<file path="src/rtl/simd_addsub.sv">
module simd_addsub #(
  parameter int WORD_W   = 32,
  parameter int NARROW_W = 8,
  parameter int WIDE_W   = 16,
  parameter int OVF_BIT  = 20
) (
  input  logic              clk,
  input  logic              rst_n,
  input  logic              in_valid,
  input  logic [WORD_W-1:0] op_a,
  input  logic [WORD_W-1:0] op_b,
  input  logic              lane_fmt,
  input  logic              is_signed,
  input  logic [2:0]        op_sel,
  input  logic              sat_en,
  input  logic              rnd_en,
  input  logic [WORD_W-1:0] ctl_in,
  output logic              out_valid,
  output logic [WORD_W-1:0] result,
  output logic [WORD_W-1:0] ctl_out
);

  localparam logic [2:0] OP_ADD  = 3'd0;
  localparam logic [2:0] OP_SUB  = 3'd1;
  localparam logic [2:0] OP_HADD = 3'd2;
  localparam logic [2:0] OP_HSUB = 3'd3;
  localparam logic [2:0] OP_ABS  = 3'd4;
  localparam logic [WORD_W-1:0] OVF_MASK = WORD_W'(1) << OVF_BIT;

  logic [WORD_W-1:0] fmt_res [2];
  logic [1:0]        fmt_ovf;
  logic              is_sub;

  assign is_sub = (op_sel == OP_SUB) || (op_sel == OP_HSUB);

  for (genvar f = 0; f < 2; f++) begin : g_fmt
    localparam int W  = (f == 0) ? NARROW_W : WIDE_W;
    localparam int NL = WORD_W / W;
    localparam int EW = W + 2;
    localparam logic signed [EW-1:0] SMAX = EW'((1 << (W - 1)) - 1);
    localparam logic signed [EW-1:0] SMIN = -SMAX - EW'(1);
    localparam logic signed [EW-1:0] UMAX = EW'((1 << W) - 1);

    logic [NL-1:0]     lane_ovf;
    logic [WORD_W-1:0] packed_res;

    for (genvar i = 0; i < NL; i++) begin : g_lane
      logic [W-1:0]           a_l, b_l, r_l;
      logic signed [EW-1:0]   ax, bx, full, hv, hi, lo;
      logic                   ovf_l;
      logic                   lane_unused;

      assign a_l  = op_a[W*i +: W];
      assign b_l  = op_b[W*i +: W];
      assign ax   = {{2{is_signed & a_l[W-1]}}, a_l};
      assign bx   = {{2{is_signed & b_l[W-1]}}, b_l};
      assign full = is_sub ? (ax - bx) : (ax + bx);
      assign hv   = full + {{(EW-1){1'b0}}, rnd_en};
      assign hi   = is_signed ? SMAX : UMAX;
      assign lo   = is_signed ? SMIN : '0;
      assign lane_unused = ^{hv[EW-1], hv[0]};

      always_comb begin
        ovf_l = 1'b0;
        r_l   = full[W-1:0];
        case (op_sel)
          OP_HADD, OP_HSUB: r_l = hv[W:1];
          OP_ABS: begin
            if (a_l == {1'b1, {(W-1){1'b0}}}) begin
              r_l   = SMAX[W-1:0];
              ovf_l = 1'b1;
            end else if (a_l[W-1]) begin
              r_l = ~a_l + W'(1);
            end else begin
              r_l = a_l;
            end
          end
          default: begin
            if (full > hi) begin
              ovf_l = 1'b1;
              if (sat_en) r_l = hi[W-1:0];
            end else if (full < lo) begin
              ovf_l = 1'b1;
              if (sat_en) r_l = lo[W-1:0];
            end
          end
        endcase
      end

      assign packed_res[W*i +: W] = r_l;
      assign lane_ovf[i]          = ovf_l;
    end

    assign fmt_res[f] = packed_res;
    assign fmt_ovf[f] = |lane_ovf;
  end

  always_ff @(posedge clk or negedge rst_n) begin
    if (!rst_n) begin
      out_valid <= 1'b0;
      result    <= '0;
      ctl_out   <= '0;
    end else begin
      out_valid <= in_valid;
      if (in_valid) begin
        result  <= fmt_res[lane_fmt];
        ctl_out <= ctl_in | (fmt_ovf[lane_fmt] ? OVF_MASK : '0);
      end
    end
  end

endmodule


</file>
<file path="config.mk">
export PLATFORM = sky130hd
export DESIGN_NAME = simd_addsub
export DESIGN_NICKNAME = d
export VERILOG_FILES = /design/src/rtl/simd_addsub.sv
export SDC_FILE = /design/constraint.sdc
export NUM_CORES = 1
export LEC_CHECK = 0
export ABC_AREA = 1
export BUFFER_PORTS_ARGS = -buffer_cell sky130_fd_sc_hd__buf_2
export CAP_MARGIN = 20
export CELL_PAD_IN_SITES_DETAIL_PLACEMENT = 0
export CELL_PAD_IN_SITES_GLOBAL_PLACEMENT = 1
export CORE_AREA = 2 2 200 202
export CTS_BUF_LIST = sky130_fd_sc_hd__clkbuf_8
export CTS_CLUSTER_SIZE = 25
export DETAILED_ROUTE_END_ITERATION = 16
export DIE_AREA = 0 0 202 204
export PLACE_DENSITY = 0.62
export SLEW_MARGIN = 10
export SYNTH_ARGS = -nofsm -noshare
export SYNTH_HDL_FRONTEND = slang
export SYNTH_SLANG_ARGS = --single-unit
</file>
<file path="constraint.sdc">
create_clock -name clk -period 1.05 [get_ports clk]
set_clock_uncertainty 0.2 [all_clocks]
set_input_delay 0.0525 -clock clk [delete_from_list [all_inputs] [get_ports clk]]
set_output_delay 0.0525 -clock clk [all_outputs]
set_load 0.1 [all_outputs]
</file>
-- After elaboration in Yosys (flattened, before gate mapping)
Index checks and enable logic that the tools add are counted.
- logic and storage cells: 153
- input bits: 106
- register bits after elaboration: 65
- output and inout bits: 65
- bitwise operators: 16
- magnitude comparators: 14
- add/sub/neg operators: 24
- reductions and logical operators: 4
- muxes and demuxes: 82
- eq/ne operators: 10
- operators by type and width (kind ; count):
    $mux 16 ; 13
    $mux 8 ; 25
    $mux 32 ; 3
    $pmux 16 s2 ; 2
    $pmux 8 s2 ; 4
    $mux 18 ; 3
    $mux 10 ; 5
    $add 9x9->10 ; 4
    $gt 10x9->1 ; 4
    $lt 10x10->1 ; 4
    $sub 9x9->10 ; 4
    $add 17x17->18 ; 2
    $add 9x1->9 ; 4
    $gt 18x17->1 ; 2
    $lt 18x18->1 ; 2
    $sub 17x17->18 ; 2
    $add 17x1->17 ; 2
    $add 16x1->16 const B ; 2
    $add 8x1->8 const B ; 4
    $eq 16x16->1 const B ; 2
    $eq 8x8->1 const B ; 4
    $not 16->16 ; 2
    $not 8->8 ; 4
    $or 32x21->32 ; 1
    other kinds (13) ; 46

-- Depth between registers and ports, before layout
Gate-level depths: netlist of run 1.
- word-level depth: 12
- depth in mapped cells: 35
- mapped depth without buffers: 34

-- Least setup slack after synthesis of run 1
Ideal clock, no wire load.
- kind: input to register
- start point: in op_sel[2]
- end point: reg result[1]
- cell stages on the path: 28
- setup slack: -3.494 ns
- required time: 0.730 ns
- data arrival time: 4.224 ns
- buffers on the path: 2
- library setup time: 0.120 ns
- path through: inv_1 > nand2_1 > inv_1 > clkbuf_1 > a21oi_1 > mux2_2 > ha_1 > nand2_1 > nand2_1 > nand2_1 > nand2_1 > a21oi_1 > nand2_2 > a211oi_2 > xor2_1 > inv_1 > ha_1 > nand2_1 > o21ai_0 > xor2_1 > nand2_1 > inv_1 > clkbuf_1 > o21ai_0 > nand2_1 > nand3_1 > nand2_1 > nand2_1
- word-level cells in the longest chain between the ends: 10
- elaborated cells on any way between the ends: 27
- classes of those cells: 2 x add/sub; 4 x order compare; 4 x eq/ne; 15 x mux; 2 x reduce/logical
- ends and longest elaborated chain (element ; line ; RTL):
    start: declaration ; 14 ; input logic [2:0] op_sel,
    $eq 3x1->1 or $eq 3x2->1 (tied branches) ; 34, 66 ;
    $logic_or 1x1->1 ; 34 ; assign is_sub = (op_sel == OP_SUB) || (op_sel == OP_HSUB);
    $mux 18 or $mux 10 (tied branches) ; 57 ; assign full = is_sub ? (ax - bx) : (ax + bx);
    $lt 18x18->1, or another cell as far along ; 82 ; end else if (full < lo) begin
    $mux 16 or $mux 8 (tied branches) ; 82 ;
    $mux 16 or $mux 8 (tied branches) ; 79 ; if (full > hi) begin
    $pmux 16 s2 or $pmux 8 s2 (tied branches) ; 66 ; case (op_sel)
    $mux 32 (not written as such) (*) (3 in a row) ; 106 ; result <= fmt_res[lane_fmt];
    end signal: assignment ; 106 ;
    end: declaration ; 19 ; output logic [WORD_W-1:0] result,
Mark *: on every way between the ends. The rest lies on a longest branch, timed or not. The select of a mux whose other input is x is not followed.
A chain may end at the register's enable or synchronous reset.

-- Worst setup path after layout of run 1
- start point: in op_b[16]
- end point: reg result[19]
- word-level cells in the longest chain between the ends: 9
- elaborated cells on any way between the ends: 25
- classes of those cells: 6 x add/sub; 4 x order compare; 15 x mux
- ends and longest elaborated chain (element ; line ; RTL):
    start: declaration ; 11 ; input logic [WORD_W-1:0] op_b,
    $add 17x17->18, or another cell as far along ; 57 ;
    $mux 18 or $mux 10 (tied branches) ; 57 ;
    $lt 18x18->1, or another cell as far along ; 82 ;
    $mux 16 or $mux 8 (tied branches) ; 82 ;
    $mux 16 or $mux 8 (tied branches) ; 79 ;
    $pmux 16 s2 or $pmux 8 s2 (tied branches) ; 66 ;
    $mux 32 (not written as such) (*) (3 in a row) ; 106 ;
Marks and branches as above.

==> results of run 1 <==
state kept, by name (all words and copies together), names as in the netlist:
| register | flops |
|---|---|
| result | 32 |
| out_valid | 1 |
| ctl_out | 32 |
path summary, 6_finish.rpt:
path	slack (ns)	end	cells past startpoint	start
setup / recovery	-3.00	result[19]	34	op_b[16]
hold / removal	-0.15	ctl_out[20]	4	ctl_in[20]
setup reg to reg	0.08	result[15]	3	result[15]
hold reg to reg	0.32	result[3]	2	result[3]
max in group asynchronous	0.37	result[24]	3	rst_n
min in group asynchronous	0.05	ctl_out[17]	3	rst_n
through the flow:
stage                     utilization (%)  setup WS, ns  TNS [ns]  hold WS (ns)
after floorplan                         -         -2.96    -94.94        -0.443
after global placement               47.6         -3.52   -112.67        -0.131
after detailed placement             47.6         -3.63   -117.36        -0.129
after CTS                            50.6         -3.03   -108.90        -0.142
after global routing                 52.3         -3.26   -117.33        -0.156
final                                52.3         -3.00   -106.93        -0.154
metal layers:
| layer | track usage (%) | part of all wire (%) | up-vias |
|---|---|---|---|
| li1 | - | - | 8244 |
| met1 | 34.3 | 49 | 7323 |
| met2 | 38.4 | 44 | 431 |
| met3 | 2.47 | 5.6 | 57 |
| met4 | 5.44 | 2.0 | 0 |
| met5 | 0 | 0 | - |
cell type report:
| type | instances | area (µm²) | area share, % |
|---|---|---|---|
| sequential | 65 | 1790 | 8.71 |
| timing repair buffer | 843 | 7290 | 35.6 |
| clock buffer | 9 | 124 | 0.604 |
| timing repair inverter | 1 | 7.51 | 0.0366 |
| clock inverter | 7 | 78.8 | 0.385 |
| tap | 525 | 657 | 3.21 |
| multi-input combinational | 1636 | 9400 | 45.9 |
| inverter | 295 | 1150 | 5.61 |
worst max-delay path, delay by kind of cell:
family	cells	cell delay, ns
xor+xnor	2	0.44
simple gates	16	1.56
fa+ha+maj	3	0.60
compound gates	3	0.33
buf+inv	10	1.07
power by group:
group,internal [mW],switching [mW]
combinational,9.18,11.6
clock,1.11,1.13
sequential,3.04,0.499
cells by family after synthesis:
group	after synthesis	synth area share [%]
adders and majority gates	96	10.6
xor gates and xnor gates	73	5.78
buffers and inverters	354	11.7
AOI/OAI and AO/OA	358	16.9
muxes	2	0.184
DFF	65	14.0
and+or+nand+nor	1106	40.8
Yosys cell counts, types with 23 or more instances:
library cell / count
inv_1: 283
xor2_1: 53
nor3_1: 23
clkbuf_1: 45
nand2_2: 25
a21oi_1: 108
nand3_1: 169
nand4_1: 34
dfrtp_1: 65
nor2_1: 199
nand2_1: 608
a31oi_1: 23
ha_1: 92
o21ai_0: 157
timing repair:
| item | CTS | global route |
|---|---|---|
| hold buffers | 36 | 1 |
| setup endpoints to repair | 98 | 99 |
| endpoints found under the hold margin | 110 | 5 |
| resized for setup | 83 | 137 |
| pin swaps | 76 | 108 |
| cloned | 2 | 2 |
| buffers inserted | 39 | 18 |
==> results.cfg, run 1 <==
[synth]
synth_nets = 2256
mappedNetlistArea_mm2 = 0.0116
ys_seq_elements = 65
yosys_warnings = 0
synth_area_per_cell_um2 = 5.64
ys.flop_type = dfrtp_1
synth.area.top_cells = nand2_1 20%, dfrtp_1 14%, ha_1 9.9%
synth-seq-area-share_pct = 14.0
async_flop_share_pct = 100
postSynthCellCount = 2054
synth_largest_area_cell = nand2_1
yosysTopAreaCellShare_pct = 19.7
synth_edf_count = 0
synth.distinct_cells = 54

[floorplanning]
coreArea_mm2 = 0.0392
die_x_um = 202
start_util_pct = 29.5
io_pins = 171
rows = 73
dieArea_mm2 = 0.0412
dieHeight_um = 204

[placed_design]
io_buffers = 170
placed_area_mm2 = 0.0187
place_inst = 3269
place_congestion = 0.916
place_hpwl_mm = 41.8

[power_and_ir_drop]
ir_drop_mv = 0.766
p_leak_nw = 10.8
p_total_mw = 26.6
p_per_area_mw_per_mm2 = 1300

[critical_path]
cp_max_fo = 7
cp-end-kind = flip-flop
arrival_ns = 4.10
crit_required_ns = 1.10
critPathKind = in -> reg
slowest_stage = ha_4
critPathLaunchType = input port
max_stage_delay_ns = 0.29

[routing]
drt-wirelength-per-cell_um = 15.2
ant_nets = 0
via_count = 16100
via_per_inst = 4.75
routed_wl_mm = 51.3
drc = 0
drt_first_pass_iters = 5
drtIter0Drc = 975

[finish]
n_fill_cell = 3982
final_common_cell = buf_4
diodes = 0
instances_no_fill = 3381
design_area_mm2 = 0.0205
most-common-layout-cells = 610 x buf_4, 569 x nand2_1, 264 x inv_1, 183 x nor2_1, 160 x nand3_1
syn_to_final_growth_pct = 77.0
drive_gt1_share_pct = 39.5
finalNetCount = 3053

[sta]
finalSetupViolations = 99
slew_viol_final = 0
fin_crit_sh_pct = 386
hold_viol = 6
relSlewSlack_pct = 70.7
rsz0062_at_grt = yes
min_period_ns = 4.05
worst_hold_slack_ns = -0.154
tightest_slew_ns = 0.437
fmax_ghz = 0.247
worst_slack_ns = -3.00

[clock_tree]
insertion_delay_ns = 0.36
htree_levels = 3
clkTransAtPathRegs_ns = 0.08
cts_max_path_buffers = 2
cts_tree = done
clockRootBuffer = clkbuf_8
cts_buffers = 9
cts.sinks = 65

[global_routing]
grt_pass1_wl_mm = 79.5
grt_pass1_vias = 15200
gr-usage-all-layers_pct = 23.9
overflow = 0
grt_max_degree = 39
antenna_found_initial = 0

[outcome]
violations = negative hold slack, negative setup slack
status = complete, but fails checks

[job]
cap_violations = 0

[worst_hold_path]
hold_path.class = in -> reg
No activity file was read; power rests on OpenSTA's default activity.
==> run 2: changes to the inputs <==
RECOVER_POWER = 25   (was not set)
==> run 2 against run 1 <==
Against the previous run:
- the run still ends with negative hold slack, negative setup slack left
- cell count is the same
- critical endpoint unchanged
- count of clock-buffer cells in the layout unchanged
- sequential share of layout area about the same
- wire length is essentially flat
- power is essentially flat
- critical path depth stayed put
- die area unchanged
- fmax is 0.35% lower
- sequential power is essentially flat
- via count hardly changed
- register-to-register slack barely moved
- non-clock buffer count stayed put
==> results.cfg, run 2 (synthesized netlist as in run 1, its figures left out) <==
[outcome]
status = complete, but fails checks
violations = negative hold slack, negative setup slack

[power_and_ir_drop]
p_total_mw = 26.6
ir_drop_mv = 0.765
p_per_area_mw_per_mm2 = 1300
p_leak_nw = 10.8

[critical_path]
critPathLaunchType = input port
worst-path-buf-inv = 10
timing.rr.start = result[15]
regToRegSetupSlack_ns = 0.08
crit_required_ns = 1.10
path_delay_family = simple AND/OR/NAND/NOR gates
rr_endpoint = result[15]
slowest_stage = ha_4
worst-path-stages = 34
cp_max_fo = 7
max_stage_delay_ns = 0.29
cp-end-kind = flip-flop
arrival_ns = 4.11
crit_end = result[19]
critPathKind = in -> reg
r2r_cells = 3
crit_path_start = op_b[16]

[floorplanning]
start_util_pct = 29.5
dieHeight_um = 204
die_x_um = 202
io_pins = 171
dieArea_mm2 = 0.0412
coreArea_mm2 = 0.0392
rows = 73

[worst_hold_path]
worstHoldStart = ctl_in[20]
hold_path.class = in -> reg

[sta]
timing.setup.tns_ns = -107.19
min_period_ns = 4.06
hold_viol = 6
fmax_ghz = 0.246
slew_viol_final = 0
worst_slack_ns = -3.01
worst_hold_slack_ns = -0.155
tightest_slew_ns = 0.432
rsz0062_at_grt = yes
relSlewSlack_pct = 71.0
finalSetupViolations = 99
fin_crit_sh_pct = 387

[global_routing]
grt_pass1_vias = 15200
grt_pass1_wl_mm = 79.5
overflow = 0
antenna_found_initial = 0
grt_max_degree = 39
gr-usage-all-layers_pct = 23.9

[clock_tree]
htree_levels = 3
cts_max_path_buffers = 2
cts_tree = done
clockRootBuffer = clkbuf_8
cts_buffers = 9
clkTransAtPathRegs_ns = 0.08
insertion_delay_ns = 0.36
cts.sinks = 65

[routing]
drt_first_pass_iters = 5
routed_wl_mm = 51.3
drtIter0Drc = 984
via_count = 16100
drc = 0
ant_nets = 0
drt-wirelength-per-cell_um = 15.2
via_per_inst = 4.75

[placed_design]
dp_worst_setup_slack_ns = -3.63
place_hpwl_mm = 41.8
io_buffers = 170
place_congestion = 0.916

[finish]
syn_to_final_growth_pct = 76.9
diodes = 0
most-common-layout-cells = 610 x buf_4, 569 x nand2_1, 264 x inv_1, 183 x nor2_1, 160 x nand3_1
n_fill_cell = 3983
finalNetCount = 3053
drive_gt1_share_pct = 39.5
final_common_cell = buf_4
top_regs = ctl_out (32), result (32), out_valid (1)

[job]
cap_violations = 0
==> run 2: final cells by class <==
| class | instances | area, µm² | share of cell area, % |
|---|---|---|---|
| Inverter | 295 | 1150 | 5.61 |
| Tap cell | 525 | 657 | 3.21 |
| Timing Repair Buffer | 843 | 7280 | 35.5 |
| Timing Repair inverter | 1 | 7.51 | 0.0367 |
| Sequential cell | 65 | 1790 | 8.72 |
| Clock inverter | 7 | 78.8 | 0.385 |
| Clock buffer | 9 | 124 | 0.605 |
| Multi-Input combinational cell | 1636 | 9400 | 45.9 |
==> run 2: worst register-to-register path, delay by kind of cell (launching register included) <==
kind	cells	cell delay (ns)
buffers and inverters	1	0.14
flip-flops	1	0.43
AND/OR/NAND/NOR	2	0.10
==> run 2: what timing repair did <==
action	4_1_cts	5_1_grt
endpoints found under the hold margin	110	5
gates resized for setup	83	137
setup buffers	39	18
pin swaps	76	108
hold buffers	36	1
cloned	2	2
setup endpoints to repair	98	99
==> run 2: how the worst min path moves through the flow <==
| stage | endpoint | slack, ns | depth (start not counted) |
|---|---|---|---|
| after floorplan | ctl_out[20] | -0.44 | 0 |
| after global placement | ctl_out[6] | -0.13 | 2 |
| after global routing | ctl_out[20] | -0.16 | 4 |
| after detailed placement | ctl_out[17] | -0.13 | 2 |
| final | ctl_out[20] | -0.16 | 4 |
| after CTS | ctl_out[20] | -0.14 | 4 |
==> run 2: report_power, final <==
group	switching (mW)	total [mW]	internal [mW]
sequential	0.499	3.54	3.04
clock	1.13	2.24	1.11
combinational	11.6	20.8	9.17
total	13.3	26.6	13.3
==> run 2: stage by stage <==
step / cells / util, % / hold slack, ns / cell area (µm²)
global placement: 3269 / 47.6 / -0.131 / 18700
global route: 3381 / 52.3 / -0.156 / 20500
detailed placement: 3269 / 47.6 / -0.129 / 18700
floorplan: 2054 / - / -0.443 / 11900
CTS: 3361 / 50.6 / -0.142 / 19800
finish: 3381 / 52.3 / -0.155 / 20500
==> run 2: layer usage <==
metal | track usage (%) | share of wire (%) | vias to the layer above
li1 | - | - | 8248
met1 | 34.3 | 49 | 7340
met2 | 38.4 | 44 | 426
met3 | 2.47 | 5.0 | 54
met4 | 5.44 | 2.0 | 0
met5 | 0 | 0 | -
